===== src/rtl/fpu_exc_pkg.sv =====
package fpu_exc_pkg;
  localparam int EXC_COUNT = 6;
  localparam int WORD_W    = 16;
  localparam int TOP_W     = 3;
  localparam int CC_W      = 4;
  localparam int OP_W      = 3;
  localparam int SIG_W     = 7;

  localparam logic [WORD_W-1:0] CW_RESET    = 16'h037F;
  localparam logic [WORD_W-1:0] CW_KEEP     = 16'h1F3F;
  localparam logic [WORD_W-1:0] CW_FORCE1   = 16'h0040;

  typedef enum logic [OP_W-1:0] {
    OP_NONE    = 3'd0,
    OP_LOAD_CW = 3'd1,
    OP_STORE_CW = 3'd2,
    OP_STORE_SW = 3'd3,
    OP_CLEAR   = 3'd4
  } fpuOp_e;

  typedef struct packed {
    logic loadCw;
    logic storeCw;
    logic storeSw;
    logic clearExc;
  } fpuStrobes_t;

  function automatic logic [SIG_W-1:0] sigWidth(input logic [1:0] pc);
    case (pc)
      2'b00:   sigWidth = 7'd24;
      2'b10:   sigWidth = 7'd53;
      default: sigWidth = 7'd64;
    endcase
  endfunction
endpackage


===== src/rtl/fpu_exc_control.sv =====
module fpu_exc_control
  import fpu_exc_pkg::*;
(
  input  logic            cmdValid,
  input  logic [OP_W-1:0] cmdOp,
  output fpuStrobes_t     strb
);
  always_comb begin
    strb = '0;
    if (cmdValid) begin
      case (cmdOp)
        OP_LOAD_CW:  strb.loadCw   = 1'b1;
        OP_STORE_CW: strb.storeCw  = 1'b1;
        OP_STORE_SW: strb.storeSw  = 1'b1;
        OP_CLEAR:    strb.clearExc = 1'b1;
        default:     strb = '0;
      endcase
    end
  end

  // strobes are mutually exclusive and need cmdValid
  always_comb begin
    assert_onehot_strobes_R10: assert ($onehot0(strb));
    assert_valid_gate_R10: assert (cmdValid || (strb == '0));
  end
endmodule


===== src/rtl/fpu_exc_datapath.sv =====
module fpu_exc_datapath
  import fpu_exc_pkg::*;
(
  input  logic                 clk,
  input  logic                 rstN,
  input  fpuStrobes_t          strb,
  input  logic [EXC_COUNT-1:0] excPulse,
  input  logic [WORD_W-1:0]    cmdData,
  input  logic                 ccWrEn,
  input  logic [CC_W-1:0]      ccIn,
  input  logic                 topWrEn,
  input  logic [TOP_W-1:0]     topIn,
  input  logic                 busySet,
  output logic [WORD_W-1:0]    statusWord,
  output logic [WORD_W-1:0]    controlWord,
  output logic                 storeValid,
  output logic [WORD_W-1:0]    storeData,
  output logic                 irqReq,
  output logic [1:0]           precMode,
  output logic [SIG_W-1:0]     sigBits,
  output logic                 precReserved,
  output logic [1:0]           roundMode,
  output logic                 affineInf
);
  logic [EXC_COUNT-1:0] excFlags;
  logic [CC_W-1:0]      ccReg;
  logic [TOP_W-1:0]     topReg;
  logic                 busyReg;
  logic [WORD_W-1:0]    ctrlReg;
  logic                 errSummary;

  for (genvar g = 0; g < EXC_COUNT; g++) begin : g_flag
    always_ff @(posedge clk or negedge rstN) begin
      if (!rstN) excFlags[g] <= 1'b0;
      else       excFlags[g] <= (excFlags[g] & ~strb.clearExc) | excPulse[g];
    end

    // a set flag survives every cycle without a clear
    assert_flag_sticky_R2: assert property (@(posedge clk) disable iff (!rstN)
      (excFlags[g] && !strb.clearExc) |=> excFlags[g]);
    // a pulse always sets its flag
    assert_flag_sets_R2: assert property (@(posedge clk) disable iff (!rstN)
      excPulse[g] |=> excFlags[g]);
  end

  always_ff @(posedge clk or negedge rstN) begin
    if (!rstN) begin
      ccReg   <= '0;
      topReg  <= '0;
      busyReg <= 1'b0;
      ctrlReg <= CW_RESET;
    end else begin
      if (ccWrEn)  ccReg  <= ccIn;
      if (topWrEn) topReg <= topIn;
      busyReg <= busySet | (busyReg & ~strb.clearExc);
      if (strb.loadCw) ctrlReg <= (cmdData & CW_KEEP) | CW_FORCE1;
    end
  end

  assign errSummary = |(excFlags & ~ctrlReg[EXC_COUNT-1:0]);

  always_comb begin
    statusWord        = '0;
    statusWord[EXC_COUNT-1:0] = excFlags;
    statusWord[7]     = errSummary;
    statusWord[10:8]  = ccReg[2:0];
    statusWord[13:11] = topReg;
    statusWord[14]    = ccReg[3];
    statusWord[15]    = busyReg;
  end

  always_ff @(posedge clk or negedge rstN) begin
    if (!rstN) begin
      storeValid <= 1'b0;
      storeData  <= '0;
    end else begin
      storeValid <= strb.storeCw | strb.storeSw;
      if (strb.storeCw)      storeData <= ctrlReg;
      else if (strb.storeSw) storeData <= statusWord;
    end
  end

  assign controlWord  = ctrlReg;
  assign irqReq       = errSummary;
  assign precMode     = ctrlReg[9:8];
  assign sigBits      = sigWidth(ctrlReg[9:8]);
  assign precReserved = (ctrlReg[9:8] == 2'b01);
  assign roundMode    = ctrlReg[11:10];
  assign affineInf    = ctrlReg[12];

  // reserved control bits hold their forced values
  assert_cw_reserved_R4: assert property (@(posedge clk) disable iff (!rstN)
    ctrlReg[6] && !ctrlReg[7] && (ctrlReg[15:13] == 3'b000));
  // a load lands in the writable fields
  assert_cw_load_R4: assert property (@(posedge clk) disable iff (!rstN)
    strb.loadCw |=> (ctrlReg[12:8] == $past(cmdData[12:8])) &&
                    (ctrlReg[5:0] == $past(cmdData[5:0])));
  // a store response always follows a store command
  assert_store_follows_R5: assert property (@(posedge clk) disable iff (!rstN)
    storeValid |-> $past(strb.storeCw || strb.storeSw));
  // a clear with no new pulse leaves every flag zero
  assert_clear_R6: assert property (@(posedge clk) disable iff (!rstN)
    (strb.clearExc && (excPulse == '0)) |=> (excFlags == '0));
endmodule


===== src/rtl/fpu_exc_ctrl.sv =====
module fpu_exc_ctrl
  import fpu_exc_pkg::*;
(
  input  logic        clk,
  input  logic        rstN,
  input  logic [5:0]  excPulse,
  input  logic        cmdValid,
  input  logic [2:0]  cmdOp,
  input  logic [15:0] cmdData,
  input  logic        ccWrEn,
  input  logic [3:0]  ccIn,
  input  logic        topWrEn,
  input  logic [2:0]  topIn,
  input  logic        busySet,
  output logic [15:0] statusWord,
  output logic [15:0] controlWord,
  output logic        storeValid,
  output logic [15:0] storeData,
  output logic        irqReq,
  output logic [1:0]  precMode,
  output logic [6:0]  sigBits,
  output logic        precReserved,
  output logic [1:0]  roundMode,
  output logic        affineInf
);
  fpuStrobes_t strb;

  fpu_exc_control u_control (
    .cmdValid (cmdValid),
    .cmdOp    (cmdOp),
    .strb     (strb)
  );

  fpu_exc_datapath u_datapath (
    .clk          (clk),
    .rstN         (rstN),
    .strb         (strb),
    .excPulse     (excPulse),
    .cmdData      (cmdData),
    .ccWrEn       (ccWrEn),
    .ccIn         (ccIn),
    .topWrEn      (topWrEn),
    .topIn        (topIn),
    .busySet      (busySet),
    .statusWord   (statusWord),
    .controlWord  (controlWord),
    .storeValid   (storeValid),
    .storeData    (storeData),
    .irqReq       (irqReq),
    .precMode     (precMode),
    .sigBits      (sigBits),
    .precReserved (precReserved),
    .roundMode    (roundMode),
    .affineInf    (affineInf)
  );

  // the interrupt request agrees with the summary bit and the unmasked flags
  always_comb begin
    assert_irq_summary_R3: assert (irqReq == statusWord[7]);
    assert_irq_unmasked_R3: assert (!irqReq || ((statusWord[5:0] & ~controlWord[5:0]) != 6'd0));
  end
endmodule


===== config.mk =====
export PLATFORM = sky130hd
export DESIGN_NAME = fpu_exc_ctrl
export DESIGN_NICKNAME = d
export VERILOG_FILES = /design/src/rtl/fpu_exc_pkg.sv /design/src/rtl/fpu_exc_control.sv /design/src/rtl/fpu_exc_datapath.sv /design/src/rtl/fpu_exc_ctrl.sv
export SDC_FILE = /design/constraint.sdc
export NUM_CORES = 1
export LEC_CHECK = 0
export BUFFER_PORTS_ARGS = -buffer_cell sky130_fd_sc_hd__clkbuf_2
export CORE_ASPECT_RATIO = 0.6
export CORE_UTILIZATION = 40
export DETAILED_ROUTE_END_ITERATION = 10
export GPL_ROUTABILITY_DRIVEN = 0
export PLACE_DENSITY = 0.72
export SETUP_SLACK_MARGIN = 0.5
export SYNTH_ARGS = -nofsm -noshare
export SYNTH_HDL_FRONTEND = slang
export SYNTH_HIERARCHICAL = 1
export SYNTH_SLANG_ARGS = --single-unit

===== constraint.sdc =====
create_clock -name clk -period 1.85 [get_ports clk]
set_input_delay 0.37 -clock clk [delete_from_list [all_inputs] [get_ports clk]]
set_output_delay 0.37 -clock clk [all_outputs]
set_load 0.01 [all_outputs]

==> out/summary.txt <==
Combinational group share of total power = 0.304
Switching part of the total = 0.289
Max Clock Skew = 0.00182 ns
Area used by sequential logic in the layout = 1060 sq um
Layout net count = 284
Final HPWL from detailed placement = 2.84 mm
Startpoint type of the worst setup path = flop
Worst Path Buf+Inv = 1
Met1 capacity usage during global routing = 0.256
Boundary Pins = 101
Syn Std Cell Area = 1910 sq um
Crit path required time = 1.48 ns
Leakage Power = 0.00129 uW
Final total power = 2720 uW
Internal Pwr Total = 1940 uW
Data arrival at the endpoint of the critical path = 1.44 ns
Deepest level of the CTS H-tree = 2
Antenna Cells = 0
Period minus WS final = 1.81 ns
Clock Path Buffers = 2
Setup Slack @ Placement = 0.287 ns
TritonRoute pass-1 iters = 7
Startpoint-to-endpoint class of the critical path = flop to output pin
Final Hold Vio Count = 0
Critical Path Max Stage Delay = 0.54 ns
Fraction of power consumed by the clock network = 0.246
Setup_tns = 0 ns
Critical path fanouts, max = 2
Synthesis-stage register bit count = 42
Sequential area share after synthesis = 0.557
CTS sink cnt = 42
Number of synthesis warnings = 6
Area of the die = 5050 sq um
Worst IR drop on VDD = 0.596 mV
Net Sw Power = 786 uW
Family of cells with the greatest summed delay on the critical path = flip-flops
Reg power frac = 0.450
Cell type of the slowest stage on the worst timing path = dfstp_2
Distinct cell type count of the synthesized netlist = 26
Remaining antenna violation count after routing = 0
Maximum number of pins on one net before global-route repair = 29
Type of element capturing the critical path = output pin
Height of the die = 55.5 um
Setup repair after global routing missed its margin = yes
Cells along the critical path = nand2b_4, o2111ai_2, or2_1, buf_2
Clock slew at reported path FFs = 0.07 ns
Failing checks = design-rule violations
Layout cells sized above 1 = 0.514
Area growth from synthesis to layout = 39.7%
Clk_lat worst skew = 0.28 ns
Power density over the cells = 1020 nW/um^2
DR vias = 1415
Class of the worst hold path = primary input to flop
TritonCTS clock tree = yes
Endpoints failing setup = 0
Avg WL per Cell = 13.2 um
Status = finished, violations left
Global routing usage summed across all routing layers = 0.173
Starting utilization of the core area = 0.417
Port buffer count = 88
Detailed Route WL = 4.10 mm
Final worst-path setup slack = 0.0394 ns
TritonCTS buffer count = 5
Vias in the first global route = 1333
Cell at the root of the clock tree = clkbuf_8
Max-capacitance violation count = 0
Number of standard cells after synthesis = 156
Number of filler cells placed in the layout = 408
First-pass GRT wire length = 6.68 mm
DRC marker count from the first detailed-route iteration = 21
Congestion Overflow GR = 0
Die Span X = 91.1 um
Row count = 19
Post-DR vias/cell = 4.56
Global routing met3 resource utilization = 0.0551
Slew Viols, Final = 0
Maximum frequency from static timing analysis = 552 MHz
Antenna violations before repair = 0
Avg Cell Area, Syn = 12.2 sq um
Most used routing layer in global routing = met1
Portion of the clock cycle consumed by the worst path in the final layout = 0.979
Met2 usage in global routing = 0.246
Multi-input gate area in the final layout = 707 sq um
Cell Area, Placed = 2320 sq um
Area of the core = 4560 sq um
Drc violations = 2
Final Cell Area = 2660 sq um
## area by class of cell
class                   count  area share
repair buffers            101       0.256
clock buffers               8      0.0414
flip-flops and latches     42       0.399
inverters                   6     0.00846
well taps                  63      0.0296
multi-input cells          90       0.266
## metrics by stage
stage          cells   util  hold WS, ns
3_5_place_dp     293  0.509        0.312
6_report         310  0.583        0.261
2_1_floorplan    161      -       0.0744
3_3_place_gp     293  0.509        0.310
5_1_grt          310  0.583        0.248
4_1_cts          309  0.559        0.249
## synthesized netlist by cell type
cell type	instances	area (sq um)
a21o_1	8	60.1
and4b_1	1	10.0
and4bb_1	2	25.0
and4bb_2	1	12.5
buf_12	1	20.0
buf_2	3	15.0
buf_4	17	128
buf_6	1	11.3
clkbuf_1	1	3.75
conb_1	2	7.51
dfrtp_1	34	851
dfstp_2	8	210
inv_1	4	15.0
inv_2	2	7.51
mux2_1	17	191
mux2i_1	14	140
nand2_1	12	45.0
nand2b_1	3	18.8
nor2_1	5	18.8
nor2_2	2	12.5
nor2b_1	1	6.26
o2111ai_1	1	8.76
o21ai_1	12	60.1
o22ai_1	1	6.26
o31a_1	1	8.76
or2_1	2	12.5
## power by group through the flow
| stage | clock network, uW | registers, uW | logic (uW) |
|---|---|---|---|
| floorplan | 0 | 1310 | 292 |
| global placement | 0 | 1240 | 607 |
| detailed placement | 0 | 1250 | 616 |
| CTS | 699 | 1220 | 729 |
| global route | 746 | 1250 | 892 |
| finish | 669 | 1220 | 829 |
## worst reg2reg max path: cells and delay by family, from the launching register on
family                 cells  cell delay [ns]
AO/OA/AOI/OAI              2             0.35
buffers and inverters      1             0.15
AND/OR/NAND/NOR            1             0.12
flip-flops                 1             0.54
## placed cells by master (no fill, tap or decap), types with 4 or more instances in the layout
master / count
conb_1: 7
buf_6: 16
dfstp_2: 8
clkbuf_8: 9
dfrtp_1: 34
o21ai_1: 12
a21o_1: 8
buf_4: 7
inv_1: 4
nor2_1: 4
nand2_1: 12
clkbuf_2: 70
mux2i_1: 14
mux2_1: 17
## registers in the layout, summed over array words and instances, names as in the netlist
register / count
u_datapath/storeData: 16
u_datapath/controlWord: 11
u_datapath/statusWord: 6
u_datapath/ccReg: 4
u_datapath/topReg: 3
u_datapath/busyReg: 1
u_datapath/storeValid: 1
## worst paths after layout
kind	end	slack, ns	from	depth (start not counted)
max	statusWord[7]	0.04	u_datapath/controlWord[2]$_DFFE_PN1P_	4
min	u_datapath/statusWord[2]$_DFF_PN0_	0.26	excPulse[2]	2
max reg2reg	u_datapath/storeData[7]$_DFFE_PN0P_	0.58	u_datapath/controlWord[2]$_DFFE_PN1P_	4
min reg2reg	u_datapath/storeData[6]$_DFFE_PN0P_	0.49	u_datapath/storeData[6]$_DFFE_PN0P_	1
max in group asynchronous	u_datapath/controlWord[1]$_DFFE_PN1P_	0.76	rstN	3
min in group asynchronous	u_datapath/ccReg[2]$_DFFE_PN0P_	0.53	rstN	2
## metal layers
layer  part of all wire  up-vias
li1                   -      684
met3              0.076        2
met5                  0        -
met2               0.44       66
met4             0.0032        0
met1               0.48      663
## kinds of logic after synthesis
kind of cell | after synthesis | synth area share
AO/OA/AOI/OAI | 23 | 0.0755
flip-flops | 42 | 0.557
buffers and inverters | 29 | 0.105
other | 2 | 0.00394
multiplexers | 31 | 0.174
AND/OR/NAND/NOR | 29 | 0.0847
## what timing repair did
item	CTS	global route
setup buffers	7	1
resized for setup	8	33
pin swaps	3	1
hold buffers	1	0
setup endpoints to repair	17	19
cloned	0	0
hold endpoints to repair	12	0
Note: power is estimated with default switching activity, not from simulation.
